==> src/rtl/flash_ctrl_pkg.sv <==
package flash_ctrl_pkg;
  localparam logic [7:0] OFS_WCTRL  = 8'h08;
  localparam logic [7:0] OFS_CMD    = 8'h0C;
  localparam logic [7:0] OFS_ADDRB  = 8'h10;
  localparam logic [7:0] OFS_WDATA  = 8'h18;
  localparam logic [7:0] OFS_STATUS = 8'h1C;
  localparam logic [7:0] OFS_LOCK   = 8'h3C;

  localparam logic [15:0] UNLOCK_KEY = 16'h1B71;

  localparam int CMD_LOAD  = 0;
  localparam int CMD_ERASE = 1;
  localparam int CMD_PROG  = 3;

  typedef enum logic [1:0] {
    OP_IDLE  = 2'd0,
    OP_ERASE = 2'd1,
    OP_PROG  = 2'd2
  } flash_op_e;
endpackage

==> src/rtl/flash_reg_if.sv <==
module flash_reg_if
  import flash_ctrl_pkg::*;
#(
  parameter int BUS_AW = 8
) (
  input  logic              clk,
  input  logic              rst_n,
  input  logic              bus_en,
  input  logic              bus_we,
  input  logic [BUS_AW-1:0] bus_addr,
  input  logic [31:0]       bus_wdata,
  output logic [31:0]       bus_rdata,
  input  logic              busy,
  input  logic              flag_lock,
  input  logic              flag_inval,
  output logic              unlocked,
  output logic              wren,
  output logic [31:0]       addr_buf,
  output logic [31:0]       wdata_reg,
  output logic              load_req,
  output logic              erase_req,
  output logic              prog_req
);
  logic        unlocked_n, wren_n;
  logic [31:0] addr_buf_n, wdata_reg_n;
  logic        wr;
  logic        hit_wctrl, hit_cmd, hit_addrb, hit_wdata, hit_status, hit_lock;

  assign wr         = bus_en && bus_we;
  assign hit_wctrl  = (bus_addr == BUS_AW'(OFS_WCTRL));
  assign hit_cmd    = (bus_addr == BUS_AW'(OFS_CMD));
  assign hit_addrb  = (bus_addr == BUS_AW'(OFS_ADDRB));
  assign hit_wdata  = (bus_addr == BUS_AW'(OFS_WDATA));
  assign hit_status = (bus_addr == BUS_AW'(OFS_STATUS));
  assign hit_lock   = (bus_addr == BUS_AW'(OFS_LOCK));

  // Command decode: load wins outright, erase wins over program.
  always_comb begin
    load_req  = 1'b0;
    erase_req = 1'b0;
    prog_req  = 1'b0;
    if (wr && hit_cmd && unlocked) begin
      if (bus_wdata[CMD_LOAD])       load_req  = 1'b1;
      else if (bus_wdata[CMD_ERASE]) erase_req = 1'b1;
      else if (bus_wdata[CMD_PROG])  prog_req  = 1'b1;
    end
  end

  always_comb begin
    unlocked_n  = unlocked;
    wren_n      = wren;
    addr_buf_n  = addr_buf;
    wdata_reg_n = wdata_reg;
    if (wr) begin
      if (hit_lock)               unlocked_n  = (bus_wdata[15:0] == UNLOCK_KEY);
      if (hit_wctrl && unlocked)  wren_n      = bus_wdata[0];
      if (hit_addrb && unlocked)  addr_buf_n  = bus_wdata;
      if (hit_wdata && unlocked)  wdata_reg_n = bus_wdata;
    end
  end

  always_ff @(posedge clk or negedge rst_n) begin
    if (!rst_n) begin
      unlocked  <= 1'b0;
      wren      <= 1'b0;
      addr_buf  <= '0;
      wdata_reg <= '0;
    end else begin
      unlocked  <= unlocked_n;
      wren      <= wren_n;
      addr_buf  <= addr_buf_n;
      wdata_reg <= wdata_reg_n;
    end
  end

  always_comb begin
    bus_rdata = '0;
    if (hit_wctrl)  bus_rdata = {31'b0, wren};
    if (hit_addrb)  bus_rdata = addr_buf;
    if (hit_wdata)  bus_rdata = wdata_reg;
    if (hit_status) bus_rdata = {26'b0, 1'b0, 1'b0, !busy, flag_inval, flag_lock, busy};
    if (hit_lock)   bus_rdata = {31'b0, !unlocked};
  end
endmodule

==> src/rtl/flash_seq.sv <==
module flash_seq
  import flash_ctrl_pkg::*;
#(
  parameter int PAGE_WORDS = 8,
  parameter int NUM_PAGES  = 4,
  parameter int ERASE_CYC  = 12,
  parameter int PROG_CYC   = 5,
  localparam int PAGE_AW   = $clog2(PAGE_WORDS),
  localparam int PG_AW     = $clog2(NUM_PAGES),
  localparam int WORD_AW   = PAGE_AW + PG_AW
) (
  input  logic                 clk,
  input  logic                 rst_n,
  input  logic                 load_req,
  input  logic                 erase_req,
  input  logic                 prog_req,
  input  logic                 wren,
  input  logic [31:0]          addr_buf,
  input  logic [31:0]          wdata_reg,
  input  logic [NUM_PAGES-1:0] page_ok,
  output logic                 busy,
  output logic                 flag_lock,
  output logic                 flag_inval,
  output logic [31:0]          int_addr,
  output logic                 arr_erase,
  output logic                 arr_prog,
  output logic [WORD_AW-1:0]   arr_word,
  output logic [31:0]          arr_data
);
  localparam int MAXC          = (ERASE_CYC > PROG_CYC) ? ERASE_CYC : PROG_CYC;
  localparam int CNT_W         = $clog2(MAXC + 1);
  localparam int TOTAL_BYTES   = NUM_PAGES * PAGE_WORDS * 4;
  localparam int PG_LSB        = 2 + PAGE_AW;

  flash_op_e        op, op_n;
  logic [CNT_W-1:0] cnt, cnt_n;
  logic             busy_n, flag_lock_n, flag_inval_n;
  logic [31:0]      int_addr_n, pdata, pdata_n, step_addr;
  logic             start_ok, last_cyc;
  logic [1:0]       chk_load, chk_step;

  // {invalid, locked} for a byte address
  function automatic logic [1:0] addr_check(input logic [31:0] a,
                                            input logic [NUM_PAGES-1:0] ok);
    logic             inv;
    logic [PG_AW-1:0] pg;
    inv = (a >= 32'(TOTAL_BYTES));
    pg  = a[PG_LSB +: PG_AW];
    return {inv, !inv && !ok[pg]};
  endfunction

  assign step_addr = int_addr + 32'd4;
  assign chk_load  = addr_check(addr_buf, page_ok);
  assign chk_step  = addr_check(step_addr, page_ok);
  assign start_ok  = wren && !busy && !flag_inval && !flag_lock;
  assign last_cyc  = busy && (cnt == '0);

  always_comb begin
    op_n         = op;
    cnt_n        = cnt;
    busy_n       = busy;
    flag_lock_n  = flag_lock;
    flag_inval_n = flag_inval;
    int_addr_n   = int_addr;
    pdata_n      = pdata;
    if (busy) begin
      if (last_cyc) begin
        busy_n = 1'b0;
        op_n   = OP_IDLE;
        if (op == OP_PROG) begin
          int_addr_n   = step_addr;
          flag_inval_n = chk_step[1];
          flag_lock_n  = chk_step[0];
        end
      end else begin
        cnt_n = cnt - 1'b1;
      end
    end else if (load_req) begin
      int_addr_n   = {addr_buf[31:2], 2'b00};
      flag_inval_n = chk_load[1];
      flag_lock_n  = chk_load[0];
    end else if (erase_req && start_ok) begin
      busy_n = 1'b1;
      op_n   = OP_ERASE;
      cnt_n  = CNT_W'(ERASE_CYC - 1);
    end else if (prog_req && start_ok) begin
      busy_n  = 1'b1;
      op_n    = OP_PROG;
      cnt_n   = CNT_W'(PROG_CYC - 1);
      pdata_n = wdata_reg;
    end
  end

  always_ff @(posedge clk or negedge rst_n) begin
    if (!rst_n) begin
      op         <= OP_IDLE;
      cnt        <= '0;
      busy       <= 1'b0;
      flag_lock  <= 1'b0;
      flag_inval <= 1'b0;
      int_addr   <= '0;
      pdata      <= '0;
    end else begin
      op         <= op_n;
      cnt        <= cnt_n;
      busy       <= busy_n;
      flag_lock  <= flag_lock_n;
      flag_inval <= flag_inval_n;
      int_addr   <= int_addr_n;
      pdata      <= pdata_n;
    end
  end

  assign arr_erase = last_cyc && (op == OP_ERASE);
  assign arr_prog  = last_cyc && (op == OP_PROG);
  assign arr_word  = int_addr[2 +: WORD_AW];
  assign arr_data  = pdata;
endmodule

==> src/rtl/flash_array_model.sv <==
module flash_array_model #(
  parameter int PAGE_WORDS = 8,
  parameter int NUM_PAGES  = 4,
  localparam int PAGE_AW   = $clog2(PAGE_WORDS),
  localparam int PG_AW     = $clog2(NUM_PAGES),
  localparam int WORD_AW   = PAGE_AW + PG_AW,
  localparam int WORDS     = PAGE_WORDS * NUM_PAGES
) (
  input  logic               clk,
  input  logic               erase,
  input  logic               prog,
  input  logic [WORD_AW-1:0] word,
  input  logic [31:0]        data,
  input  logic [WORD_AW-1:0] rd_addr,
  output logic [31:0]        rd_data
);
  logic [31:0]      mem [WORDS];
  logic [PG_AW-1:0] page;

  assign page = word[PAGE_AW +: PG_AW];

  // Erase fills a page with ones; program can only clear bits.
  always_ff @(posedge clk) begin
    if (erase) begin
      for (int i = 0; i < PAGE_WORDS; i++) begin
        mem[{page, PAGE_AW'(i)}] <= '1;
      end
    end else if (prog) begin
      mem[word] <= mem[word] & data;
    end
  end

  assign rd_data = mem[rd_addr];
endmodule

==> src/rtl/flash_cmd_ctrl.sv <==
module flash_cmd_ctrl #(
  parameter int BUS_AW     = 8,
  parameter int PAGE_WORDS = 8,
  parameter int NUM_PAGES  = 4,
  parameter int ERASE_CYC  = 12,
  parameter int PROG_CYC   = 5
) (
  input  logic                                      clk,
  input  logic                                      rst_n,
  input  logic                                      bus_en,
  input  logic                                      bus_we,
  input  logic [BUS_AW-1:0]                         bus_addr,
  input  logic [31:0]                               bus_wdata,
  output logic [31:0]                               bus_rdata,
  input  logic [NUM_PAGES-1:0]                      page_wr_ok,
  input  logic [$clog2(NUM_PAGES*PAGE_WORDS)-1:0]   arr_raddr,
  output logic [31:0]                               arr_rdata
);
  localparam int WORD_AW = $clog2(NUM_PAGES * PAGE_WORDS);

  logic               unlocked, wren, load_req, erase_req, prog_req;
  logic [31:0]        addr_buf, wdata_reg, int_addr, arr_data;
  logic               busy, flag_lock, flag_inval, arr_erase, arr_prog;
  logic [WORD_AW-1:0] arr_word;

  flash_reg_if #(.BUS_AW(BUS_AW)) i_regs (
    .clk(clk), .rst_n(rst_n),
    .bus_en(bus_en), .bus_we(bus_we), .bus_addr(bus_addr),
    .bus_wdata(bus_wdata), .bus_rdata(bus_rdata),
    .busy(busy), .flag_lock(flag_lock), .flag_inval(flag_inval),
    .unlocked(unlocked), .wren(wren), .addr_buf(addr_buf), .wdata_reg(wdata_reg),
    .load_req(load_req), .erase_req(erase_req), .prog_req(prog_req)
  );

  flash_seq #(
    .PAGE_WORDS(PAGE_WORDS), .NUM_PAGES(NUM_PAGES),
    .ERASE_CYC(ERASE_CYC), .PROG_CYC(PROG_CYC)
  ) i_seq (
    .clk(clk), .rst_n(rst_n),
    .load_req(load_req), .erase_req(erase_req), .prog_req(prog_req),
    .wren(wren), .addr_buf(addr_buf), .wdata_reg(wdata_reg), .page_ok(page_wr_ok),
    .busy(busy), .flag_lock(flag_lock), .flag_inval(flag_inval), .int_addr(int_addr),
    .arr_erase(arr_erase), .arr_prog(arr_prog), .arr_word(arr_word), .arr_data(arr_data)
  );

  flash_array_model #(.PAGE_WORDS(PAGE_WORDS), .NUM_PAGES(NUM_PAGES)) i_array (
    .clk(clk), .erase(arr_erase), .prog(arr_prog), .word(arr_word),
    .data(arr_data), .rd_addr(arr_raddr), .rd_data(arr_rdata)
  );
endmodule

==> config.mk <==
export PLATFORM = sky130hd
export DESIGN_NAME = flash_cmd_ctrl
export DESIGN_NICKNAME = d
export VERILOG_FILES = /design/src/rtl/flash_ctrl_pkg.sv /design/src/rtl/flash_reg_if.sv /design/src/rtl/flash_seq.sv /design/src/rtl/flash_array_model.sv /design/src/rtl/flash_cmd_ctrl.sv
export SDC_FILE = /design/constraint.sdc
export NUM_CORES = 2
export LEC_CHECK = 0
export BUFFER_PORTS_ARGS = -buffer_cell sky130_fd_sc_hd__buf_2
export CAP_MARGIN = 0
export CORE_MARGIN = 5
export CORE_UTILIZATION = 40
export DETAILED_ROUTE_END_ITERATION = 6
export PLACE_DENSITY = 0.53
export SYNTH_ARGS = -nofsm -noshare
export SYNTH_HDL_FRONTEND = slang
export SYNTH_SLANG_ARGS = --single-unit
==> constraint.sdc <==
create_clock -name clk -period 8.99 [get_ports clk]
set_input_delay 1.798 -clock clk [delete_from_list [all_inputs] [get_ports clk]]
set_output_delay 1.798 -clock clk [all_outputs]
set_load 0.01 [all_outputs]
# Word-level counts from Yosys, hierarchy flattened
# Memories as Yosys holds them, arrays and structs flattened.
# Index checks and enable logic that the tools add are counted.
[word_totals]
out_inout_bits = 64
ramBits = 1024
in_bits = 53
rom_bits = 0
mem_count = 1
elab_cells = 124
regBits = 139
latchBits = 0
[op_classes]
magnitude_cmp = 4
add_sub_neg = 2
muxes = 53
div = 0
bitwise = 4
n_reduce_logical = 36
n_shift = 0
eq_ne = 13
n_mul = 0
[mem_list]
columns = ["name", "depth", "width", "read_ports", "rd_clocked_by_memory_dff", "wr", "line_no", "rtl"]
rows = [
  ["i_array.mem", 32, 32, 2, 0, 8, "flash_array_model.sv:17", "logic [31:0] mem [WORDS];"],
]
[op_table]
columns = ["cell", "count"]
rows = [
  ["$mux W32", 9],
  ["$ge A32 B8 Y1 const B", 2],
  ["$add A32 B3 Y32 const B", 1],
  ["$and A32 B32 Y32", 1],
  ["$reduce_or A32 Y1", 1],
  ["$mux W1", 31],
  ["$eq A8 B5 Y1 const B", 3],
  ["$mux W4", 5],
  ["$eq A16 B13 Y1 const B", 1],
  ["$eq A8 B4 Y1 const B", 2],
  ["$logic_and A1 B1 Y1", 16],
  ["$mux W2", 5],
  ["$reduce_and A3 Y1", 3],
  ["$eq A8 B6 Y1 const B", 1],
  ["$logic_not A1 Y1", 8],
  ["$reduce_and A2 Y1", 4],
  ["$lt A2 B3 Y1 const B", 2],
  ["$ne A2 B2 Y1 const B", 3],
  ["$mux W5", 1],
  ["$bmux W1 S2", 2],
  ["$logic_not A4 Y1", 1],
  ["$reduce_and A4 Y1", 1],
  ["$sub A4 B1 Y4 const B", 1],
  ["$not A1 Y1", 3],
  ["other kinds (5)", 5],
]

# Logic depth before layout (Yosys ltp)
[logic_depth]
depth_word = 9
ltp_mapped = 11
mapped_depth_nobuf = 9

# Modules after synthesis
# A second synthesis with hierarchy kept.
[hier_totals]
hier_cells = 4581
hier_area_um2 = 59867.4
[by_module_without_submodules]
columns = ["mod", "n_inst", "cells_each", "area_per_inst_um2", "seq_area_each_um2"]
rows = [
  ["flash_array_model", 1, 3890, 52437.8, 30749.5],
  ["flash_seq", 1, 465, 4251.6, 1776.7],
  ["flash_reg_if", 1, 226, 3178.0, 1651.6],
]

# Worst setup path before layout
# Ideal clock, no wire load.
[synth_timing]
path_kind = "input to output"
startpoint = "input arr_raddr[0]"
endpoint = "output arr_rdata[10]"
slack_ps = 3447
n_path_buf = 2
required_time_ps = 7192
arrival_ps = 3745
path_stages = 5
cell_sequence = "clkbuf_1 clkbuf_1 mux4_2 mux4_2 mux2_2"
[synth_between]
elab_chain_len = 1
[synth_lines]
columns = ["item", "line_no", "rtl"]
rows = [
  ["from (decl)", "flash_cmd_ctrl.sv:16", "input logic [$clog2(NUM_PAGES*PAGE_WORDS)-1:0] arr_raddr,"],
  ["$mem_v2 Z32 W32", "--", ""],
  ["to (decl)", "flash_cmd_ctrl.sv:17", "output logic [31:0] arr_rdata"],
]
# Every way passes these cells.

# Final worst setup path
[layout_timing]
startpoint = "input arr_raddr[0]"
endpoint = "output arr_rdata[3]"
# Same word-level chain as after synthesis.

==> out/metrics.csv <==
stage,metric,value,unit
status,run status,"complete, no violations",
sta,final worst path period share,71.42,%
pwr,Lkg Pwr,23.01,nW
die,Rows,140,
setup_path,Critical Path Start Type,input pin,
clock_tree,postcts setup bufs,0,
pwr,Switching Share,21.88,%
sta,Setup WS post-layout,2569,ps
finish,most frequent cells in the layout,"nand2_1 (1199), edfxtp_1 (1024), mux4_2 (578)",
die,Die Ht,392.4,microns
drt,vias per cell,6.427,
setup_path,Reg2Reg Depth,6,
logic_synthesis,Area contributors post-synth,"edfxtp_1 (53%), mux4_2 (22%), nand2_1 (7.7%)",
grt,Overall Global Routing Usage,27.70,%
pwr,Power Total,0.01133,W
clock_tree,Num Clock Sinks,1161,
pwr,internal power,0.008849,W
grt,initial antenna violation count,5,
finish,fin area,65490,sq um
logic_synthesis,Synth Instances,4034,
sta,Hold Fails Final Rpt,0,
setup_path,Setup CP Type,input pin to output pin,
clock_tree,Max clock buf depth,3,
grt,first-pass GRT wire length,298.7,mm
pwr,Comb power frac,1.7,%
clock_tree,later-pin clock latency in the skew report,790,ps
min_path,hold depth,2,
place,GPL Wtd Cong,0.8304,
sta,Max Freq,155.7,MHz
place,number of port buffers,116,
pwr,Flop pwr share,51.1,%
drt,overall routed net length,212.8,mm
flow_run,max cap viols,0,
logic_synthesis,Post-Synth Adder-Cell Area,0.1284,%
setup_path,RR Startpoint,i_seq.int_addr[3],
finish,"commonest non-fill, non-tap cell in the layout",nand2_1,
setup_path,r2r setup slk,4230,ps
sta,Worst Max-Slew Pin Slew,1418,ps
sta,Max Transition Viols Final,0,
logic_synthesis,simple-gate portion of the synthesized area,10.17,%
finish,Syn-to-layout area delta,11.98,%
logic_synthesis,Ys Warns,0,
pwr,Peak VDD IR,0.0001467,V
place,HPWL Detailed,121.8,mm
clock_tree,CTS root buffer,clkbuf_16,
setup_path,Critical Path RT,7190,ps
logic_synthesis,Post-synth EDFFs,1024,
grt,vias in the first global route,38243,
sta,Final TNS setup,0,ps
logic_synthesis,share of the yosys chip area belonging to registers,58.44,%
pwr,pwr/cell area,173.0,nW/um^2
logic_synthesis,leading area contributor after synthesis,edfxtp_1,
sta,skew final,26.26,ps
clock_tree,CTS Hold Bufs,0,
logic_synthesis,ys async rst share,11.80,%
setup_path,Worst Path Max Fanout,69,
logic_synthesis,XOR/XNOR share of the synthesized area,0.1647,%
sta,RSZ-0062 raised after global routing,no,
clock_tree,CTS tree,built,
grt,grt total ovfl,0,
min_path,Tightest Hold Check Type,flop to flop,
die,Die X,392.4,microns
die,die area,154000,sq um
logic_synthesis,dominant synthesized flop cell,edfxtp_1,
logic_synthesis,complex-gate fraction of the synthesized area,3.607,%
die,core area,145600,sq um
clock_tree,Max H-tree Level,4,
logic_synthesis,proportion of netlist area held by the largest area contributor,52.58,%
logic_synthesis,Synth Area per Inst,14.50,sq um
min_path,WHS Endpoint,i_seq.arr_data[20],
drt,Post-DRT Antenna Nets,0,
place,worst slack at placement,2554,ps
setup_path,worst path arrival time,4620,ps
min_path,Hold Startpoint,i_seq.arr_data[20],
sta,Setup Viol. Count Final,0,
logic_synthesis,cell area after synthesis,58480,sq um
drt,via count,38642,
logic_synthesis,register bit count reported by yosys,1161,
logic_synthesis,combinational family with the most area after synthesis,multiplexers,
finish,register name with the most flops,i_array.mem,
sta,Rel. slew slack,5.259,%
sta,hold_ws,475.2,ps
clock_tree,Clock Pin Slew Worst Setup and Hold Paths,60,ps
logic_synthesis,post-synthesis mux area share,24.32,%
setup_path,CP Capture Type,output pin,
logic_synthesis,library cells used by synthesis,70,
pwr,Net Sw Power,0.002478,W
drt,drt initial violations,5130,
die,starting density of the core,40.18,%
finish,fin nets,4044,
drt,First-pass DRT Iterations,5,
pwr,Clk pwr share,47.2,%
finish,number of flip-flops in the largest register,1024,
clock_tree,Num CTS Buffers,134,
grt,largest net degree at the start of global routing,100,
place,Post-Place Cell Area,61280,sq um
logic_synthesis,synthesized net count,4093,
finish,FILL cells,12811,
drt,routed len/inst,35.39,microns
die,IO Pins,117,
setup_path,reg-to-reg endpoint,i_array.mem[31][28],
finish,share of layout cells above drive strength 1,29.34,%
drt,DRC,0,
sta,min cycle time layout,6421,ps
clock_tree,CTS resizes,0,
==> Yosys cell counts (all sizes together) (4+ instances only) <==
cell type and count:
inv 11, mux2i 10, nand2b 5, and2 6
a22o 28, clkbuf 213, a21oi 34, nor2b 4
ha 6, o21ai 66, xnor2 5, buf 202
dfrtp 137, and4 4, a31oi 4, nand2 1201
nor2 66, mux2 98, xor2 6, or3 5
nand3 28, a21o 5, a31o 5, mux4 578
edfxtp 1024, and3 11, nor3 15, nor4 22
nand4 48, nor3b 5, o22ai 21, a22oi 129
==> metal layers <==
layer	part of all wire, %	vias up	track usage, %	wire length (microns)
li1	-	15463	-	-
met1	39	20284	38.43	82820
met2	46	2465	43.24	98830
met3	11	430	6.448	23270
met4	3.7	0	9.586	7860
met5	0	-	0	0
==> power by group through the flow <==
stage | Combinational (W) | Clock [W] | Sequential [W]
global route | 0.000208 | 0.00564 | 0.00578
CTS | 0.000199 | 0.00540 | 0.00579
floorplan | 0.000124 | 0 | 0.00590
detailed placement | 0.000199 | 0 | 0.00590
global placement | 0.000197 | 0 | 0.00590
finish | 0.000196 | 0.00534 | 0.00579
==> worst max path at each step <==
stage | start | endpoint | slack (ps) | depth (start not counted)
6_report | arr_raddr[0] | arr_rdata[3] | 2570 | 6
5_1_grt | arr_raddr[0] | arr_rdata[3] | 2400 | 6
4_1_cts | arr_raddr[0] | arr_rdata[3] | 2550 | 6
2_1_floorplan | arr_raddr[0] | arr_rdata[10] | 3450 | 5
3_5_place_dp | arr_raddr[0] | arr_rdata[3] | 2550 | 6
3_3_place_gp | arr_raddr[0] | arr_rdata[3] | 2570 | 6
==> cell families (layout without fill, tap and decap cells) <==
logic type      count (synthesis)  in the layout
buf+inv                       426            485
other cells                     0              2
xor+xnor                       11             11
fa+ha+maj                       6              6
compound gates                310            310
flops                        1161           1161
mux                           686            686
simple gates                 1434           1434
==> through the flow <==
stage,util (%),cells
after detailed placement,42.10,5766
after floorplan,-,4034
final,44.99,6012
after global placement,42.10,5766
after global routing,44.99,6010
after CTS,44.99,6010
==> critical path, cell delays in order <==
cell and delay, ps:
buf_8 640, buf_4 520, mux4_2 560, mux4_2 490
mux2_2 320, buf_2 150
==> cell type report <==
class                      count  area (sq um)  share of cell area [%]
sequential                  1161         34190                   52.20
multi-input combinational   2447         23100                   35.27
clock buffer                 159          3468                   5.296
tap                         1917          2399                   3.662
timing repair buffer         230          1559                   2.380
clock inverter                85         734.5                   1.121
inverter                      11         41.29                 0.06305
antenna                        2         5.005                0.007642
(Power assumes the default switching activity.)
